### config.mk
export PLATFORM = sky130hd
export DESIGN_NAME = fetch_thread_status
export DESIGN_NICKNAME = d
export VERILOG_FILES = /design/src/rtl/fetch_thread_status.sv
export SDC_FILE = /design/constraint.sdc
export NUM_CORES = 1
export LEC_CHECK = 0
export BUFFER_PORTS_ARGS = -buffer_cell sky130_fd_sc_hd__clkbuf_2
export CAP_MARGIN = 40
export CORE_UTILIZATION = 40
export CTS_CLUSTER_SIZE = 16
export DETAILED_ROUTE_END_ITERATION = 8
export PLACE_DENSITY = 0.69
export SLEW_MARGIN = 10
export SYNTH_ARGS = -nofsm -noshare
export SYNTH_HDL_FRONTEND = slang
export SYNTH_SLANG_ARGS = --single-unit
### constraint.sdc
create_clock -name clk -period 3.44 [get_ports clk]
set_clock_uncertainty 0.15 [all_clocks]
set_input_delay 0.172 -clock clk [delete_from_list [all_inputs] [get_ports clk]]
set_output_delay 0.172 -clock clk [all_outputs]
set_load 0.01 [all_outputs]
### src/rtl/fetch_thread_status.sv
module fetch_thread_status #(
  parameter int NT = 2,
  parameter int NS = 4,
  parameter int AW = 32,
  parameter int INST_BYTES = 4,
  parameter logic [AW-1:0] RESET_PC = '0
) (
  input  logic             clk,
  input  logic             rst_n,
  input  logic [NT*NS-1:0] blk_i,
  input  logic [NT*NS-1:0] unb_i,
  input  logic             ctx_switch_i,
  input  logic [NT-1:0]    late_sq_i,
  input  logic [NT-1:0]    late_mp_i,
  input  logic [NT*AW-1:0] late_tgt_i,
  input  logic [NT-1:0]    done_i,
  input  logic [NT-1:0]    sq_busy_i,
  input  logic [NT-1:0]    early_sq_i,
  input  logic [NT-1:0]    early_mp_i,
  input  logic [NT*AW-1:0] early_tgt_i,
  input  logic [NT-1:0]    miss_i,
  input  logic [NT-1:0]    resp_i,
  input  logic [NT-1:0]    sel_i,
  input  logic [NT-1:0]    thr_act_i,
  output logic [NT*3-1:0]  status_o,
  output logic [NT*NS-1:0] stall_o,
  output logic [NT*AW-1:0] pc_o,
  output logic [NT*AW-1:0] npc_o,
  output logic             chg_o,
  output logic             active_o,
  output logic             wake_o,
  output logic             sleep_o,
  output logic [NT-1:0]    flush_o,
  output logic [NT-1:0]    bp_squash_o,
  output logic [NT-1:0]    bp_fix_o,
  output logic [NT-1:0]    bp_update_o
);

  typedef enum logic [2:0] {
    ST_RUN = 3'd0, ST_IDLE = 3'd1, ST_SQ = 3'd2, ST_BLK = 3'd3,
    ST_WRESP = 3'd4, ST_WRETRY = 3'd5, ST_DONE = 3'd6, ST_TRAP = 3'd7
  } fstat_e;

  localparam logic [AW-1:0] STEP = AW'(INST_BYTES);

  logic [NT*NS-1:0] stall_q, stall_d;
  logic [NT-1:0]    live_d, diff_d;
  logic             any_live, chg_d;

  assign stall_d  = (stall_q | blk_i) & ~(unb_i & ~blk_i);
  assign any_live = |(live_d & thr_act_i);
  assign chg_d    = |diff_d;
  assign stall_o  = stall_q;

  always_ff @(posedge clk) begin
    if (!rst_n) begin
      stall_q  <= '0;
      chg_o    <= 1'b0;
      active_o <= 1'b1;
      wake_o   <= 1'b0;
      sleep_o  <= 1'b0;
    end else begin
      stall_q <= stall_d;
      chg_o   <= chg_d;
      wake_o  <= chg_d & any_live & ~active_o;
      sleep_o <= chg_d & ~any_live & active_o;
      if (chg_d) active_o <= any_live;
    end
  end

  for (genvar t = 0; t < NT; t++) begin : g_thr
    fstat_e        st_q, st_d;
    logic [AW-1:0] pc_q, npc_q, tgt;
    logic          stalled, e_act, e_redir, redir;

    assign stalled = (|stall_d[t*NS +: NS]) | ctx_switch_i;
    assign e_act   = early_sq_i[t] & ~late_sq_i[t] & ~sq_busy_i[t];
    assign e_redir = e_act & (st_q != ST_SQ);
    assign redir   = late_sq_i[t] | e_redir;
    assign tgt     = late_sq_i[t] ? late_tgt_i[t*AW +: AW] : early_tgt_i[t*AW +: AW];

    always_comb begin
      st_d = st_q;
      if (late_sq_i[t] || sq_busy_i[t] || e_redir)
        st_d = ST_SQ;
      else if (stalled && st_q != ST_WRESP)
        st_d = ST_BLK;
      else if (st_q == ST_BLK || st_q == ST_SQ)
        st_d = ST_RUN;
      else if (st_q == ST_WRESP && resp_i[t])
        st_d = stalled ? ST_BLK : ST_DONE;
      else if (st_q == ST_DONE && sel_i[t])
        st_d = ST_RUN;
      else if (st_q == ST_RUN && miss_i[t])
        st_d = ST_WRESP;
    end

    assign live_d[t] = (st_d == ST_RUN) || (st_d == ST_SQ) || (st_d == ST_DONE);
    assign diff_d[t] = (st_d != st_q);

    always_ff @(posedge clk) begin
      if (!rst_n) begin
        st_q           <= ST_RUN;
        pc_q           <= RESET_PC;
        npc_q          <= RESET_PC + STEP;
        flush_o[t]     <= 1'b0;
        bp_squash_o[t] <= 1'b0;
        bp_fix_o[t]    <= 1'b0;
        bp_update_o[t] <= 1'b0;
      end else begin
        st_q           <= st_d;
        flush_o[t]     <= redir;
        bp_squash_o[t] <= late_sq_i[t] | e_act;
        bp_fix_o[t]    <= late_sq_i[t] ? late_mp_i[t] : (e_act & early_mp_i[t]);
        bp_update_o[t] <= done_i[t] & ~late_sq_i[t];
        if (redir) begin
          pc_q  <= tgt;
          npc_q <= tgt + STEP;
        end
      end
    end

    assign status_o[t*3 +: 3] = st_q;
    assign pc_o[t*AW +: AW]   = pc_q;
    assign npc_o[t*AW +: AW]  = npc_q;


    late_redirect_chk: assert property (@(posedge clk) disable iff (!rst_n)
      late_sq_i[t] |=> (st_q == ST_SQ) && (pc_q == $past(late_tgt_i[t*AW +: AW]))
                       && (npc_q == pc_q + STEP));


    busy_hold_chk: assert property (@(posedge clk) disable iff (!rst_n)
      (sq_busy_i[t] && !late_sq_i[t]) |=> (st_q == ST_SQ) && $stable(pc_q));


    early_ignored_chk: assert property (@(posedge clk) disable iff (!rst_n)
      (early_sq_i[t] && st_q == ST_SQ && !late_sq_i[t]) |=> $stable(pc_q));


    wait_hold_chk: assert property (@(posedge clk) disable iff (!rst_n)
      (st_q == ST_WRESP && !resp_i[t] && !late_sq_i[t] && !sq_busy_i[t] && !early_sq_i[t])
      |=> st_q == ST_WRESP);
  end

  for (genvar b = 0; b < NT*NS; b++) begin : g_bit

    unblock_legal_chk: assert property (@(posedge clk) disable iff (!rst_n)
      unb_i[b] |-> stall_q[b] && !blk_i[b]);


    block_sets_chk: assert property (@(posedge clk) disable iff (!rst_n)
      blk_i[b] |=> stall_q[b]);
  end


  change_pulse_chk: assert property (@(posedge clk) disable iff (!rst_n)
    (status_o != $past(status_o)) |-> chg_o);


  active_steady_chk: assert property (@(posedge clk) disable iff (!rst_n)
    !chg_o |-> $stable(active_o));

endmodule

# Yosys cells after proc, flatten, opt, wreduce, memory -nomap -nowiden
# Index checks and enable logic that the tools add are counted.
[classes] n_addsub=2 bitwise=32 n_mux=18 n_eq_ne=18 n_reduce_logical=26
[ops] op="32-bit by 3-bit adder with 32-bit output, second input constant" n=2
[ops] op="32-bit 2-to-1 mux" n=2
[ops] op="3-bit 2-to-1 mux" n=14
[ops] op="3-bit by 2-bit == test with 1-bit output, second input constant" n=6
[ops] op="3-bit == test, second input constant" n=6
[ops] op="8-bit AND" n=2
[ops] op="8-bit inverter" n=2
[ops] op="1-bit AND" n=14
[ops] op="3-bit logical NOT" n=4
[ops] op="1-bit logical OR" n=10
[ops] op="1-bit logical AND" n=8
[ops] op="8-bit OR" n=1
[ops] op="4-bit OR reduction" n=2
[ops] op="3-bit by 2-bit inequality test with 1-bit output, second input constant" n=2
[ops] op="3-bit inequality test" n=2
[ops] op="3-bit inequality test, second input constant" n=2
[ops] op="1-bit inverter" n=6
[ops] op="1-bit OR" n=6
[ops] op="2-bit OR reduction" n=2
[ops] op="2-bit AND" n=1
[ops] op="1-bit 2-to-1 mux" n=2
[totals] inputBits=167 wordCells=115 output_inout_bits=154 ff_bits=154

# Depth between registers and ports, before layout
[depth] word_depth=19 mapped_depth=15 depth_no_buf=10

# Least setup slack after synthesis
# OpenSTA, ideal clock, no wires.
[synth_path] path_type="input-to-reg" startpoint="input late_sq_i[0]" endpoint="register g_thr[0].npc_q[28]" slack_ns=0.313 setup_time_ns=0.086 required_ns=3.204 arrival_ns=2.892 stages=15 path_buffers=6 cell_sequence="buf_6 > buf_12 > buf_4 > buf_2 > buf_2 > buf_2 > mux2_2 > ha_1 > inv_1 > a221oi_2 > nand4_1 > or2_1 > nor3_1 > xor2_1 > a211oi_1"
[synth_via] word_cells_on_any_way=7 cone_classes="add/sub (1); mux (1); bitwise (5)"
[synth_lines] item="from (decl)" line="13" rtl="input logic [NT-1:0] late_sq_i,"
[synth_lines] item="32-bit 2-to-1 mux" line="80" rtl="assign tgt = late_sq_i[t] ? late_tgt_i[t*AW +: AW] : early_tgt_i[t*AW +: AW];"
[synth_lines] item="named net g_thr[0].tgt[3]" line="73" rtl="logic [AW-1:0] pc_q, npc_q, tgt;"
[synth_lines] item="32-bit by 3-bit adder with 32-bit output" line="118" rtl="npc_q <= tgt + STEP;"
[synth_lines] item="to (signal assigned)" line="105" rtl="npc_q <= RESET_PC + STEP;"
[synth_lines] item="to (signal assigned)" line="118"
[synth_lines] item="to (decl)" line="73"
# The timed path passes the listed nets, and every way through them passes these cells.
# A chain may end at the register's enable or synchronous reset.

# Worst setup path in the final report
[layout_path] startpoint="register g_thr[0].st_q[1]" endpoint="register active_o"
[layout_via] elab_chain_len=13 word_cells_on_any_way=29 cone_classes="eq/ne (9); mux (6); bitwise (2); reduce/logical (12)"
[layout_lines] item="from (decl)" line="72" rtl="fstat_e st_q, st_d;"
[layout_lines] item="from (signal assigned)" line="111" rtl="st_q <= st_d;"
[layout_lines] item="3-bit logical NOT" line="94" rtl="else if (st_q == ST_RUN && miss_i[t])"
[layout_lines] item="1-bit logical AND" line="94"
[layout_lines] item="3-bit 2-to-1 mux" line="94"
[layout_lines] item="3-bit 2-to-1 mux" line="92" rtl="else if (st_q == ST_DONE && sel_i[t])"
[layout_lines] item="3-bit 2-to-1 mux" line="90" rtl="else if (st_q == ST_WRESP && resp_i[t])"
[layout_lines] item="3-bit 2-to-1 mux" line="88" rtl="else if (st_q == ST_BLK || st_q == ST_SQ)"
[layout_lines] item="3-bit 2-to-1 mux" line="86" rtl="else if (stalled && st_q != ST_WRESP)"
[layout_lines] item="3-bit 2-to-1 mux" line="84" rtl="if (late_sq_i[t] || sq_busy_i[t] || e_redir)"
[layout_lines] item="3-bit by 2-bit == test with 1-bit output / 3-bit logical NOT (equally long branches)" line="98" rtl="assign live_d[t] = (st_d == ST_RUN) || (st_d == ST_SQ) || (st_d == ST_DONE);"
[layout_lines] item="1-bit logical OR (2 in series)" line="98"
[layout_lines] item="2-bit AND" line="51" rtl="assign any_live = |(live_d & thr_act_i);"
[layout_lines] item="2-bit OR reduction" line="51"
[layout_lines] item="to (signal assigned)" line="67" rtl="if (chg_d) active_o <= any_live;"
[layout_lines] item="to (decl)" line="30" rtl="output logic active_o,"
# Parallel ways exist; a longest one is shown, timed or not.

==> results.py <==
metrics = {
    "die": {
        "start_util": 0.4138,
        "row_count": 49,
        "die-area_mm2": 0.01946,
        "io_pins": 321,
        "die_h_um": 139.5,
        "die_w_um": 139.5,
        "core_area_mm2": 0.01827,
    },
    "yosys": {
        "synth-async-reset-ratio": 0,
        "synth_cell_types": 69,
        "netlist_top_cells_area": "dfxtp_1 (40%), mux2i_1 (7.9%), a211oi_1 (6.5%)",
        "synthMuxAreaShare": 0.08986,
        "ys_warn_count": 0,
        "synth_area_mm2": 0.007561,
        "synth_top_flop_cell": "dfxtp_1",
        "synth_top_area_share": 0.3972,
        "seq_area_frac_synth": 0.3972,
        "synth_nets": 1065,
        "synth_top_family_by_area": "simple AND/OR/NAND/NOR gates",
        "synthXorXnorAreaFrac": 0.05097,
        "yosys.area.top_type": "dfxtp_1",
        "synthAdderAreaFrac": 0.004633,
        "avgSynthCellArea_um2": 8.439,
        "ys_ff_latch": 150,
        "synth_edf_count": 0,
        "synth_compound_area_frac": 0.1817,
        "synthSimpleGateAreaFrac": 0.2251,
        "synth_cells": 896,
    },
    "timing": {
        "setup_tns_ps": 0,
        "slew_headroom": 0.5565,
        "worstMarginPinSlew_ps": 646.7,
        "final_hold_viol_count": 0,
        "max_freq_mhz": 354.4,
        "finalSetupViolations": 0,
        "rsz0062_at_grt": "false",
        "maxSlewViolCount": 0,
        "period_minus_slack_ps": 2822,
        "fin_crit_sh": 0.8202,
    },
    "placement": {
        "post-dp-hpwl_mm": 17.61,
        "place_area_mm2": 0.009334,
        "dp_cells": 1398,
        "portBuffers": 320,
        "place.gp.congestion": 0.8938,
    },
    "clocking": {
        "clkSinkCount": 150,
        "htree_levels": 4,
        "clkTransAtPathRegs_ps": 60,
        "cts_tree": "yes",
        "clock_latency_ps": 420,
        "cts_max_path_buffers": 2,
        "cts_setup_buffers": 0,
        "cts_inserted_buffers": 17,
        "cts-root-buf": "clkbuf_16",
        "cts_resized": 0,
    },
    "global_route": {
        "grt_pass1_vias": 7322,
        "antenna_found_initial": 0,
        "grtUsageTotal": 0.2425,
        "grt_overflow": 0,
        "grt_max_degree": 61,
        "grt_first_pass_wirelength_mm": 37.54,
    },
    "drt": {
        "vias_per_cell": 5.279,
        "wl_per_cell_um": 16.09,
        "drt_iter0_drc": 412,
        "dr_wl_met2_mm": 11.45,
        "met1_length_mm": 10.08,
        "num_vias": 7766,
        "ant_nets": 0,
        "drc": 0,
        "drt-total-wl_mm": 23.67,
        "dr_wl_met3_mm": 1.594,
        "firstDrtPassIters": 4,
        "highest-signal-layer": "met4",
    },
    "setup_path": {
        "critPathCaptureType": "flip-flop",
        "crit_path_top_delay_cell": "dfxtp_1",
        "cp-start-kind": "flip-flop",
        "crit_path_max_incr_delay_ps": 560,
        "crit_fanout": 11,
        "critPathArrivalTime_ps": 2980,
        "crit_required_ps": 3590,
        "critPathKind": "flip-flop to flip-flop",
        "path_cells": "or3b_1, a211oi_1, and3_1, a21boi_0, o22ai_1, nor3_2, mux2_2",
    },
    "cells_and_area": {
        "area_delta_synth_final_pct": 36.17,
        "fin_cells": 1471,
        "layout.nets": 1398,
        "diodes": 0,
        "finish.utilization": 0.5636,
        "drive_gt1_frac": 0.3213,
        "fin_area_mm2": 0.01030,
    },
    "hold_path": {
        "worstHoldPathType": "input port to flip-flop",
    },
    "power_and_ir_drop": {
        "powerDensity_mw_per_mm2": 446.7,
        "p_clk_frac": 0.381,
        "intPower_mw": 3.270,
        "leakagePower_nw": 4.662,
        "pwr-share-seq": 0.424,
        "sw_frac_of_total": 0.2890,
        "power.switching_mw": 1.329,
        "ir_drop_v": 0.0003149,
        "total_power_mw": 4.599,
        "combPwrFrac": 0.195,
    },
    "outcome": {
        "status": "completed",
    },
    "job": {
        "drv_cap": 0,
    },
}
[per-stage QoR]
step	worst slack (ps)	hold WS, ps
floorplan	312.7	135.8
global placement	628.0	225.6
detailed placement	592.0	224.8
CTS	591.4	2.761
global route	376.4	15.15
finish	618.4	11.25
[flip-flops by register name (all words and copies together), names as in the netlist]
signal and flops:
stall_o 8, g_thr.pc_q 64, sleep_o 1, active_o 1, flush_o 2, bp_update_o 2, g_thr.st_q 6, bp_squash_o 2
bp_fix_o 2, g_thr.npc_q 60, wake_o 1, chg_o 1
[metal layers]
metal  vias up  GRT usage
met1      3614     0.2923
met4         0    0.08655
met5         -          0
met2       252     0.4118
met3        33    0.06710
li1       3867          -
[cell usage after synthesis, types with 6 or more instances]
master    number
dfxtp_1      150
nor2_1       106
nand2_1       89
a211oi_1      65
mux2i_1       60
a21oi_1       59
nand3_1       50
clkbuf_1      42
xnor2_1       27
o21ai_0       21
nor3_1        19
xor2_1        17
inv_1         16
nor2b_1       14
nand3b_1      12
buf_2          8
nand2b_1       8
nand4_1        8
mux2_2         7
or3_1          7
buf_4          6
nor4_1         6
o211ai_1       6
[critical path, delay by kind of cell, from the launching register on]
kind             cells  cell delay [ps]
flip-flops           1              560
multiplexers         1              370
AND/OR/NAND/NOR      3              940
AO/OA/AOI/OAI        3              700
[worst paths after layout]
path	end	depth (start not counted)	slack (ps)	startpoint
setup / recovery	active_o$_SDFFE_PN1N_	7	620	g_thr[0].st_q[1]$_SDFF_PN0_
hold / removal	g_thr[0].pc_q[14]$_SDFFE_PN0P_	3	10	late_tgt_i[14]
setup reg to reg	active_o$_SDFFE_PN1N_	7	620	g_thr[0].st_q[1]$_SDFF_PN0_
hold reg to reg	g_thr[1].npc_q[13]$_SDFFE_PN0P_	2	300	g_thr[1].npc_q[13]$_SDFFE_PN0P_
[kinds of logic after synthesis]
logic type | after synthesis
and+or+nand+nor | 350
AOI/OAI and AO/OA | 200
DFF | 150
buffers and inverters | 82
muxes | 67
xor gates and xnor gates | 44
adders and majority gates | 3
[power by group through the flow]
| stage | clock, mW | sequential (mW) | combinational, mW |
|---|---|---|---|
| floorplan | 0 | 2.04 | 0.430 |
| global placement | 0 | 1.98 | 0.849 |
| detailed placement | 0 | 1.99 | 0.858 |
| CTS | 1.79 | 1.95 | 0.900 |
| global route | 1.86 | 1.96 | 0.986 |
| finish | 1.75 | 1.95 | 0.899 |
[area by class of cell]
class                      instances  area (um^2)
fill                            1694         7974
multi-input combinational        664         4193
sequential                       150         3003
timing repair buffer             380         2200
clock buffer                      19        442.9
tap                              229        286.5
clock inverter                    13        108.9
inverter                          16        62.56
[cells in the final DEF (no fill, tap or decap), types with 8 or more instances in the layout]
cell type,instances
nand2_1,89
nor2_1,106
a21oi_1,57
nor3_1,19
a211oi_1,65
nand3b_1,12
xnor2_1,27
nor2b_1,14
o21ai_0,21
nand3_1,50
mux2i_1,60
clkbuf_2,320
inv_1,15
buf_4,16
clkbuf_16,17
dfxtp_1,150
dlygate4sd3_1,41
nand2b_1,8
xor2_1,17
nand4_1,8
[repair_timing]
| item | 4_1_cts | 5_1_grt |
|---|---|---|
| endpoints found under the setup margin | 0 | 0 |
| endpoints found under the hold margin | 23 | 0 |
| hold buffers | 41 | 0 |
No activity file was read; power rests on OpenSTA's default activity.
